### config.mk
export PLATFORM = sky130hd
export DESIGN_NAME = ddr_init_seq
export DESIGN_NICKNAME = d
export VERILOG_FILES = /design/src/rtl/ddr_init_pkg.sv /design/src/rtl/init_step_timer.sv /design/src/rtl/init_lock_cnt.sv /design/src/rtl/init_cmd_enc.sv /design/src/rtl/ddr_init_seq.sv
export SDC_FILE = /design/constraint.sdc
export NUM_CORES = 1
export LEC_CHECK = 0
export CAP_MARGIN = 10
export CORE_MARGIN = 2
export CORE_UTILIZATION = 52
export DETAILED_ROUTE_END_ITERATION = 8
export PLACE_DENSITY = 0.81
export SLEW_MARGIN = 10
export SYNTH_ARGS = -nofsm -noshare
export SYNTH_HDL_FRONTEND = slang
export SYNTH_SLANG_ARGS = --single-unit
### constraint.sdc
create_clock -name clk -period 4.65 [get_ports clk]
set_input_delay 1.1625 -clock clk [delete_from_list [all_inputs] [get_ports clk]]
set_output_delay 1.1625 -clock clk [all_outputs]
set_load 0.005 [all_outputs]
### src/rtl/ddr_init_pkg.sv
package ddr_init_pkg;

  typedef enum logic [3:0] {
    ST_IDLE,
    ST_PWRUP,
    ST_CKE_NOP,
    ST_PRE1,
    ST_EXT_LOAD,
    ST_DLLRST_LOAD,
    ST_PRE2,
    ST_REF1,
    ST_REF2,
    ST_FINAL_LOAD,
    ST_LOCK_WAIT,
    ST_READY
  } init_state_e;

  // {cs_n, ras_n, cas_n, we_n}
  typedef enum logic [3:0] {
    CMD_LMR   = 4'b0000,
    CMD_REF   = 4'b0001,
    CMD_PRE   = 4'b0010,
    CMD_NOP   = 4'b0111,
    CMD_DESEL = 4'b1111
  } ddr_cmd_e;

  function automatic int unsigned ceil_cycles(int unsigned us, int unsigned period_ps);
    return (us * 1000000 + period_ps - 1) / period_ps;
  endfunction

  function automatic int unsigned max_of4(int unsigned a, int unsigned b,
                                          int unsigned c, int unsigned d);
    int unsigned m;
    m = a;
    if (b > m) m = b;
    if (c > m) m = c;
    if (d > m) m = d;
    return m;
  endfunction

endpackage

### src/rtl/init_step_timer.sv
module init_step_timer #(
  parameter int unsigned TW = 8
) (
  input  logic          clk,
  input  logic          rst_n,
  input  logic          load_i,
  input  logic [TW-1:0] load_val_i,
  output logic          zero_o
);

  logic [TW-1:0] cnt_q;

  always_ff @(posedge clk or negedge rst_n) begin
    if (!rst_n)             cnt_q <= '0;
    else if (load_i)        cnt_q <= load_val_i;
    else if (cnt_q != '0)   cnt_q <= cnt_q - 1'b1;
  end

  assign zero_o = (cnt_q == '0);

  assert_timer_floor_R7: assert property (@(posedge clk) disable iff (!rst_n)
    (!load_i && cnt_q == '0) |=> (cnt_q == '0))
    else $error("step timer left zero without a load");

endmodule

### src/rtl/init_lock_cnt.sv
module init_lock_cnt #(
  parameter int unsigned LIMIT = 200
) (
  input  logic clk,
  input  logic rst_n,
  input  logic clear_i,
  input  logic arm_i,
  output logic expired_o
);

  localparam int unsigned LW = $clog2(LIMIT + 1);
  localparam logic [LW-1:0] LIM = LW'(LIMIT);

  logic          armed_q;
  logic [LW-1:0] cnt_q;

  always_ff @(posedge clk or negedge rst_n) begin
    if (!rst_n) begin
      armed_q <= 1'b0;
      cnt_q   <= '0;
    end else if (clear_i) begin
      armed_q <= 1'b0;
      cnt_q   <= '0;
    end else if (arm_i) begin
      armed_q <= 1'b1;
      cnt_q   <= LW'(1);
    end else if (armed_q && cnt_q < LIM) begin
      cnt_q   <= cnt_q + 1'b1;
    end
  end

  assign expired_o = armed_q && (cnt_q >= LIM);

  assert_lock_holds_R10: assert property (@(posedge clk) disable iff (!rst_n)
    (expired_o && !arm_i && !clear_i) |=> expired_o)
    else $error("DLL lock expiry dropped without clear");

endmodule

### src/rtl/init_cmd_enc.sv
module init_cmd_enc
  import ddr_init_pkg::*;
#(
  parameter int unsigned AW          = 12,
  parameter int unsigned DLL_RST_BIT = 8,
  parameter int unsigned AP_BIT      = 10
) (
  input  init_state_e   state_i,
  input  logic          fresh_i,
  input  logic [AW-1:0] ext_mode_i,
  input  logic [AW-1:0] base_mode_i,
  output logic          cke_o,
  output ddr_cmd_e      cmd_o,
  output logic [1:0]    ba_o,
  output logic [AW-1:0] addr_o
);

  localparam logic [AW-1:0] DLL_MASK = AW'(1) << DLL_RST_BIT;
  localparam logic [AW-1:0] AP_MASK  = AW'(1) << AP_BIT;

  always_comb begin
    cke_o  = 1'b1;
    cmd_o  = CMD_NOP;
    ba_o   = 2'b00;
    addr_o = '0;
    unique case (state_i)
      ST_IDLE, ST_PWRUP: begin
        cke_o = 1'b0;
        cmd_o = CMD_DESEL;
      end
      ST_PRE1, ST_PRE2: if (fresh_i) begin
        cmd_o  = CMD_PRE;
        addr_o = AP_MASK;
      end
      ST_EXT_LOAD: if (fresh_i) begin
        cmd_o  = CMD_LMR;
        ba_o   = 2'b01;
        addr_o = ext_mode_i;
      end
      ST_DLLRST_LOAD: if (fresh_i) begin
        cmd_o  = CMD_LMR;
        addr_o = base_mode_i | DLL_MASK;
      end
      ST_REF1, ST_REF2: if (fresh_i) cmd_o = CMD_REF;
      ST_FINAL_LOAD: if (fresh_i) begin
        cmd_o  = CMD_LMR;
        addr_o = base_mode_i & ~DLL_MASK;
      end
      default: ;
    endcase
    assert_lmr_bank_R5: assert (cmd_o != CMD_LMR || ba_o[1] == 1'b0)
      else $error("mode load with BA1 set");
  end

endmodule

### src/rtl/ddr_init_seq.sv
module ddr_init_seq
  import ddr_init_pkg::*;
#(
  parameter int unsigned AW             = 12,
  parameter int unsigned CLK_PERIOD_PS  = 5000,
  parameter int unsigned PWRUP_US       = 200,
  parameter int unsigned T_RP_CYC       = 3,
  parameter int unsigned T_MRD_CYC      = 2,
  parameter int unsigned T_RFC_CYC      = 15,
  parameter int unsigned T_DLL_LOCK_CYC = 200,
  parameter int unsigned DLL_RST_BIT    = 8,
  parameter int unsigned AP_BIT         = 10
) (
  input  logic          clk,
  input  logic          rst_n,
  input  logic          start,
  input  logic [AW-1:0] ext_mode,
  input  logic [AW-1:0] base_mode,
  output logic          cke,
  output logic          cs_n,
  output logic          ras_n,
  output logic          cas_n,
  output logic          we_n,
  output logic [1:0]    ba,
  output logic [AW-1:0] addr,
  output logic          done
);

  localparam int unsigned PWRUP_CYC = ceil_cycles(PWRUP_US, CLK_PERIOD_PS);
  localparam int unsigned GAP_MAX   = max_of4(PWRUP_CYC, T_RP_CYC, T_MRD_CYC, T_RFC_CYC);
  localparam int unsigned TW        = $clog2(GAP_MAX + 1);

  // Cycles a state occupies: its command cycle plus trailing NOPs.
  function automatic int unsigned step_len(init_state_e s);
    case (s)
      ST_PWRUP:                                  return PWRUP_CYC;
      ST_PRE1, ST_PRE2:                          return T_RP_CYC;
      ST_EXT_LOAD, ST_DLLRST_LOAD, ST_FINAL_LOAD: return T_MRD_CYC;
      ST_REF1, ST_REF2:                          return T_RFC_CYC;
      default:                                   return 1;
    endcase
  endfunction

  init_state_e   state_q, state_d;
  logic          fresh_q;
  logic          step_zero;
  logic          lock_exp;
  logic          step_load;
  logic          dll_arm;
  logic          lock_clear;
  logic [TW-1:0] step_val;
  ddr_cmd_e      cmd;

  always_comb begin
    state_d = state_q;
    if (!start) begin
      state_d = ST_IDLE;
    end else begin
      unique case (state_q)
        ST_IDLE:        state_d = ST_PWRUP;
        ST_PWRUP:       if (step_zero) state_d = ST_CKE_NOP;
        ST_CKE_NOP:     if (step_zero) state_d = ST_PRE1;
        ST_PRE1:        if (step_zero) state_d = ST_EXT_LOAD;
        ST_EXT_LOAD:    if (step_zero) state_d = ST_DLLRST_LOAD;
        ST_DLLRST_LOAD: if (step_zero) state_d = ST_PRE2;
        ST_PRE2:        if (step_zero) state_d = ST_REF1;
        ST_REF1:        if (step_zero) state_d = ST_REF2;
        ST_REF2:        if (step_zero) state_d = ST_FINAL_LOAD;
        ST_FINAL_LOAD:  if (step_zero) state_d = lock_exp ? ST_READY : ST_LOCK_WAIT;
        ST_LOCK_WAIT:   if (lock_exp)  state_d = ST_READY;
        ST_READY:       state_d = ST_READY;
        default:        state_d = ST_IDLE;
      endcase
    end
  end

  assign step_load  = (state_d != state_q);
  assign step_val   = TW'(step_len(state_d) - 1);
  assign dll_arm    = (state_q == ST_DLLRST_LOAD) && fresh_q;
  assign lock_clear = (state_q == ST_IDLE);

  always_ff @(posedge clk or negedge rst_n) begin
    if (!rst_n) begin
      state_q <= ST_IDLE;
      fresh_q <= 1'b0;
    end else begin
      state_q <= state_d;
      fresh_q <= step_load;
    end
  end

  init_step_timer #(.TW(TW)) u_timer (
    .clk        (clk),
    .rst_n      (rst_n),
    .load_i     (step_load),
    .load_val_i (step_val),
    .zero_o     (step_zero)
  );

  init_lock_cnt #(.LIMIT(T_DLL_LOCK_CYC)) u_lock (
    .clk       (clk),
    .rst_n     (rst_n),
    .clear_i   (lock_clear),
    .arm_i     (dll_arm),
    .expired_o (lock_exp)
  );

  init_cmd_enc #(.AW(AW), .DLL_RST_BIT(DLL_RST_BIT), .AP_BIT(AP_BIT)) u_enc (
    .state_i     (state_q),
    .fresh_i     (fresh_q),
    .ext_mode_i  (ext_mode),
    .base_mode_i (base_mode),
    .cke_o       (cke),
    .cmd_o       (cmd),
    .ba_o        (ba),
    .addr_o      (addr)
  );

  assign {cs_n, ras_n, cas_n, we_n} = cmd;
  assign done = (state_q == ST_READY);

  assert_pwrup_quiet_R2: assert property (@(posedge clk) disable iff (!rst_n)
    (state_q == ST_PWRUP) |-> (!cke && cs_n))
    else $error("bus active during power-up wait");

  assert_cke_rise_nop_R3: assert property (@(posedge clk) disable iff (!rst_n)
    $rose(cke) |-> (!cs_n && ras_n && cas_n && we_n))
    else $error("clock enable rose without a NOP");

  assert_done_after_lock_R10: assert property (@(posedge clk) disable iff (!rst_n)
    done |-> lock_exp)
    else $error("ready before DLL lock count expired");

  assert_abort_idle_R11: assert property (@(posedge clk) disable iff (!rst_n)
    !start |=> (!done && !cke))
    else $error("not idle after start dropped");

  assert_ready_nop_R12: assert property (@(posedge clk) disable iff (!rst_n)
    done |-> (cke && !cs_n && ras_n && cas_n && we_n))
    else $error("ready without NOP on the bus");

endmodule

# Word-level counts from Yosys, hierarchy flattened
# Memory sizes are Yosys's and may differ from the RTL's.
# Cells that the tools add are included.
dict set report totals {
  reg_bits 30
  rom_bits 144
  inputBits 27
  n_memories 1
}
dict set report classes {
  add_sub_neg 3
  n_lt_le_gt_ge 2
  n_eq_ne 12
  muxes 32
  n_reduce_logical 13
}
# memory words width rd rd_clocked_by_memory_dff wr line_no
set mem_list {}
lappend mem_list {{(name not given)} 16 9 1 0 0 ddr_init_seq.sv:35} ;# case (s)
# operator count
set op_table {}
lappend op_table {{one-hot mux 12 bit (4 select lines)} 1}
lappend op_table {{one-hot mux 4 bit (12 select lines)} 1}
lappend op_table {{2-to-1 mux 4 bit} 11}
lappend op_table {{2-to-1 mux 12 bit} 3}
lappend op_table {{2-to-1 mux 16 bit} 2}
lappend op_table {{subtractor 16 x 1 -> 16 bit (second input constant)} 2}
lappend op_table {{2-to-1 mux 8 bit} 3}
lappend op_table {{equality test 4 x 3 -> 1 bit (second input constant)} 4}
lappend op_table {{equality test 4 bit (second input constant)} 4}
lappend op_table {{zero test 16 bit} 1}
lappend op_table {{one-hot mux 4 bit (4 select lines)} 1}
lappend op_table {{nonzero test 16 bit} 1}
lappend op_table {{2-to-1 mux 11 bit} 1}
lappend op_table {{2-to-1 mux 3 bit} 3}
lappend op_table {{adder 8 x 1 -> 8 bit (second input constant)} 1}
lappend op_table {{equality test 4 x 2 -> 1 bit (second input constant)} 2}
lappend op_table {{>= comparator 8 bit (second input constant)} 1}
lappend op_table {{less-than comparator 8 bit (second input constant)} 1}
lappend op_table {{OR reduction 2 bit} 3}
lappend op_table {{2-to-1 mux 1 bit} 5}
lappend op_table {{equality test 4 x 1 -> 1 bit (second input constant)} 1}
lappend op_table {{zero test 4 bit} 1}
lappend op_table {{inequality test 4 bit} 1}
lappend op_table {{nonzero test 2 bit} 2}
lappend op_table {{other kinds (4)} 6}

# Logic depth before layout (Yosys ltp)
# An unclocked memory read counts as a cell.
dict set report depth {
  ltp_word 9
  depth_mapped 17
}

# Cells and area by module
# Synthesis repeated with hierarchy kept, for this count alone.
dict set report hier_totals {
  cells_unflattened 281
  hier_area_um2 2424.8
}
# mod n_inst cells_each area_per_inst_um2 seq_area_each_um2
set by_module_without_submodules {}
lappend by_module_without_submodules {init_step_timer 1 104 1006.0 400.4}
lappend by_module_without_submodules {ddr_init_seq 1 79 581.8 125.1}
lappend by_module_without_submodules {init_lock_cnt 1 52 503.0 225.2}
lappend by_module_without_submodules {init_cmd_enc 1 46 334.1 0.0}

# Least setup slack after synthesis
# OpenSTA, ideal clock, no wires.
dict set report synth_timing {
  path_kind {flip-flop to flip-flop}
  startpoint {register u_timer.cnt_q[5]}
  endpoint {register u_timer.cnt_q[10]}
  arrival_time_ps 4093
  setup_slack_ps 488
  path_stages_with_launch 16
  period_less_slack_ps 4162
  cell_sequence {dfrtp_1 or4_4 buf_6 or4_4 buf_6 nor2_1 o221ai_1 clkbuf_1 clkbuf_1 o31ai_1 ha_1 inv_1 nor4b_1 nor2_1 or4_1 nand3_1}
}
dict set report synth_via {
  elab_chain_cells 7
}
# element line_no
set synth_rtl {}
lappend synth_rtl {{start, declared} init_step_timer.sv:11} ;# logic [TW-1:0] cnt_q;
lappend synth_rtl {{start signal, assigned} init_step_timer.sv:15} ;# else if (load_i) cnt_q <= load_val_i;
lappend synth_rtl {{start signal, assigned} init_step_timer.sv:16} ;# else if (cnt_q != '0) cnt_q <= cnt_q - 1'b1;
lappend synth_rtl {{zero test 16 bit} init_step_timer.sv:19} ;# assign zero_o = (cnt_q == '0);
lappend synth_rtl {{2-to-1 mux 4 bit (tied with other cells)} ddr_init_seq.sv:69} ;# ST_FINAL_LOAD: if (step_zero) state_d = lock_exp ? ST_READY : ST_LOCK_WAIT;
lappend synth_rtl {{one-hot mux 4 bit (12 select lines)} ddr_init_seq.sv:59} ;# unique case (state_q)
lappend synth_rtl {{2-to-1 mux 4 bit} ddr_init_seq.sv:56} ;# if (!start) begin
lappend synth_rtl {{memory (16 x 9 bit)} -}
lappend synth_rtl {{subtractor 16 x 1 -> 16 bit} ddr_init_seq.sv:78} ;# assign step_val = TW'(step_len(state_d) - 1);
lappend synth_rtl {{2-to-1 mux 16 bit} init_step_timer.sv:15}
# Parallel ways exist; a longest one is shown, timed or not. The select of a mux whose other input is x is not followed.
# A chain may end at the register's enable or synchronous reset.

# Worst setup path in the final report
dict set report layout_timing {
  startpoint {register u_timer.cnt_q[4]}
  endpoint {register u_timer.cnt_q[10]}
}
dict set report layout_via {
  elab_chain_cells 7
}
# element line_no
set layout_rtl {}
lappend layout_rtl {{zero test 16 bit *} init_step_timer.sv:19}
lappend layout_rtl {{2-to-1 mux 4 bit (tied with other cells)} ddr_init_seq.sv:69}
lappend layout_rtl {{one-hot mux 4 bit (12 select lines) *} ddr_init_seq.sv:59}
lappend layout_rtl {{2-to-1 mux 4 bit *} ddr_init_seq.sv:56}
lappend layout_rtl {{named net state_d[2]} ddr_init_seq.sv:44} ;# init_state_e state_q, state_d;
lappend layout_rtl {{memory (16 x 9 bit)} -}
lappend layout_rtl {{subtractor 16 x 1 -> 16 bit} ddr_init_seq.sv:78}
lappend layout_rtl {{2-to-1 mux 16 bit} init_step_timer.sv:15}
# Mark *: on every way through the listed nets, which the timed path passes. The rest lies on a longest branch. The select of a mux whose other input is x is not followed.

==> impl_metrics.yaml <==
logic_synthesis:
  synth_nets: 299
  seq_area_frac_synth_pct: 33.3
  netlist.area_leader.share_pct: 33.3
  synth_cell_types: 60
  synth_cells: 269
  yosysWarnings: 0
  yosys_most_used_dff: "dfrtp_1"
  synth-seq-cells: 30
  netlist_area_sq_um: 2250
  yosysTopAreaCell: "dfrtp_1"
  synthTopCellsByArea: "dfrtp_1, nor2_1, o21ai_0, a21oi_1, a22o_1"
  syn-mean-instance-area_sq_um: 8.37
  synth_edf_count: 0
  synthArstFlopShare_pct: 100
cts:
  cts_buffers: 5
  clk_pin_slew_worst_paths_ns: 0.06
  ctsResizeCount: 0
  clock_path_buffers: 2
  cts_tree: "done"
  hold_buffers: 0
  insertion_delay_ns: 0.28
  cts-root-buf: "clkbuf_8"
  cts_sinks: 30
  post_cts_buffers: 0
  ctsHtreeMaxLevel: 2
cells_and_area:
  final_cell_mix: "clkdlybuf4s50_1, nor2_1, dfrtp_1, nand2_1, o21ai_0"
  drive_gt1_share_pct: 10.3
  n_antenna_cell: 0
  finalInstanceArea_sq_um: 2820
  final_nets: 342
  layout.cells.most_common: "clkdlybuf4s50_1"
  area_growth_pct: 25.0
power:
  irDropWorstVdd_mv: 0.254
  p_leak_nw: 1.12
  finalPower_mw: 0.728
  p_per_area_nw_per_um2: 259
worst_setup_path:
  worst_setup_path_start_kind: "flop"
  worst-path-max-fanout: 8
  cp.arrival_ns: 4.60
  required_ns: 4.87
  reg2reg_depth: 14
  worstSetupPathType: "flop to flop"
  endpoint_kind: "flop"
placed_design:
  port-buffer-count: 44
  gp_congestion: 0.836
  dp_hpwl_microns: 4100
  placed_cell_area_sq_um: 2730
timing:
  hold_violations: 0
  period_minus_slack_ns: 4.38
  rsz0062_at_grt: "no"
  maxSlewHeadroom_pct: 60.4
  fmax_ghz: 0.228
  hold_slack_ns: 0.506
  fin_skew_ns: 0.00874
  setup_violations: 0
  period_share_pct: 94.2
  fin_setup_tns_ns: 0
  drv_slew: 0
  worst_slew_pin_slew_ns: 0.580
floorplan:
  io_pins: 47
  die_y_microns: 69.8
  rows: 23
  dieWidth_microns: 69.8
  initial_utilization_pct: 55.1
  core_area_sq_um: 4090
  die-area_sq_um: 4870
global_routing:
  grt_overflow: 0
  antenna_found_initial: 0
  grt_pass1_vias: 2096
  grt.total_usage_pct: 23.9
  grt_pass1_wl_microns: 9580
  grt_max_degree: 31
drt:
  wl_met1_microns: 2460
  routed_wl_microns: 5570
  final_antenna_net_count: 0
  met3_length_microns: 456
  num_vias: 2246
  route.detailed.drc: 0
  drt-pass1-iter-count: 6
  met2_length_microns: 2590
  drt_first_iter_violations: 245
  dr.max_layer_used: "met4"
  via_per_inst: 6.20
  routedWlPerCell_microns: 15.4
worst_hold_path:
  hold_path_depth: 1
  hp-class: "flop to flop"
job:
  max_cap_violations: 0
outcome:
  status: "completed"
final cells by class:
class / count / area, sq um
fillers: 374 / 1270
inverters: 11 / 41.3
clock buffers: 7 / 76.3
repair buffers: 53 / 508
flip-flops and latches: 30 / 751
well taps: 50 / 62.6
multi-input cells: 211 / 1380
worst max-delay path, cell delays in order (launching register included):
cell and delay, ns:
dfrtp_1 0.43, or4_4 0.59, or4_4 0.58, or4_1 0.48, a21oi_1 0.33, nor2_1 0.09, nor2_1 0.10, nor2_1 0.06
a21oi_1 0.13, ha_1 0.22, inv_1 0.08, nor4b_1 0.38, nor2_1 0.20, or4_1 0.52, nand3_1 0.10
final timing paths:
path                                               from                       endpoint  slack, ns
setup / recovery           u_timer.cnt_q[4]$_DFFE_PN0P_  u_timer.cnt_q[10]$_DFFE_PN0P_       0.27
hold / removal             u_timer.cnt_q[7]$_DFFE_PN0P_   u_timer.cnt_q[7]$_DFFE_PN0P_       0.51
setup reg to reg           u_timer.cnt_q[4]$_DFFE_PN0P_  u_timer.cnt_q[10]$_DFFE_PN0P_       0.27
hold reg to reg            u_timer.cnt_q[7]$_DFFE_PN0P_   u_timer.cnt_q[7]$_DFFE_PN0P_       0.51
max in group asynchronous                         rst_n   u_timer.cnt_q[2]$_DFFE_PN0P_       3.10
min in group asynchronous                         rst_n    u_lock.cnt_q[0]$_DFFE_PN0P_       1.27
where the power goes:
group          internal (mW)  total, mW  switching (mW)
combinational         0.0953      0.210           0.115
sequential             0.292      0.326          0.0342
clock                  0.103      0.192          0.0891
cell families after synthesis:
group | share of synthesized area, %
multiplexers | 3.00
buffers and inverters | 5.83
adder cells (fa/ha/maj) | 1.67
AO/OA/AOI/OAI | 28.3
AND/OR/NAND/NOR | 24.6
flip-flops | 33.3
XOR/XNOR | 3.11
other | 0.167
cells in the mapped netlist, drive strengths merged (5+ instances only):
master	n
nor4	5
nor3	10
inv	10
o31ai	5
or4	7
clkbuf	13
dfrtp	30
or3	6
o21ai	19
a21oi	18
a22o	10
nand2	21
nor2	31
registers in the layout, summed over array words and instances (netlist names):
signal and flops:
u_timer.cnt_q 16, u_lock.cnt_q 8, state_q 4, fresh_q 1, u_lock.armed_q 1
per-stage QoR:
step                      std cells  utilization [%]  worst slack [ns]
after floorplan                 269                -             0.488
after global placement          355             66.9             0.316
after detailed placement        355             66.9             0.270
after CTS                       362             68.7             0.316
after global routing            362             68.9           0.00789
final                           362             68.9             0.267
layer usage:
layer | global-route usage (%) | vias to the layer above
met4 | 6.41 | 0
met1 | 31.8 | 1067
met5 | 0 | -
li1 | - | 1086
met2 | 38.7 | 87
met3 | 6.10 | 6
No activity file was read; power rests on OpenSTA's default activity.
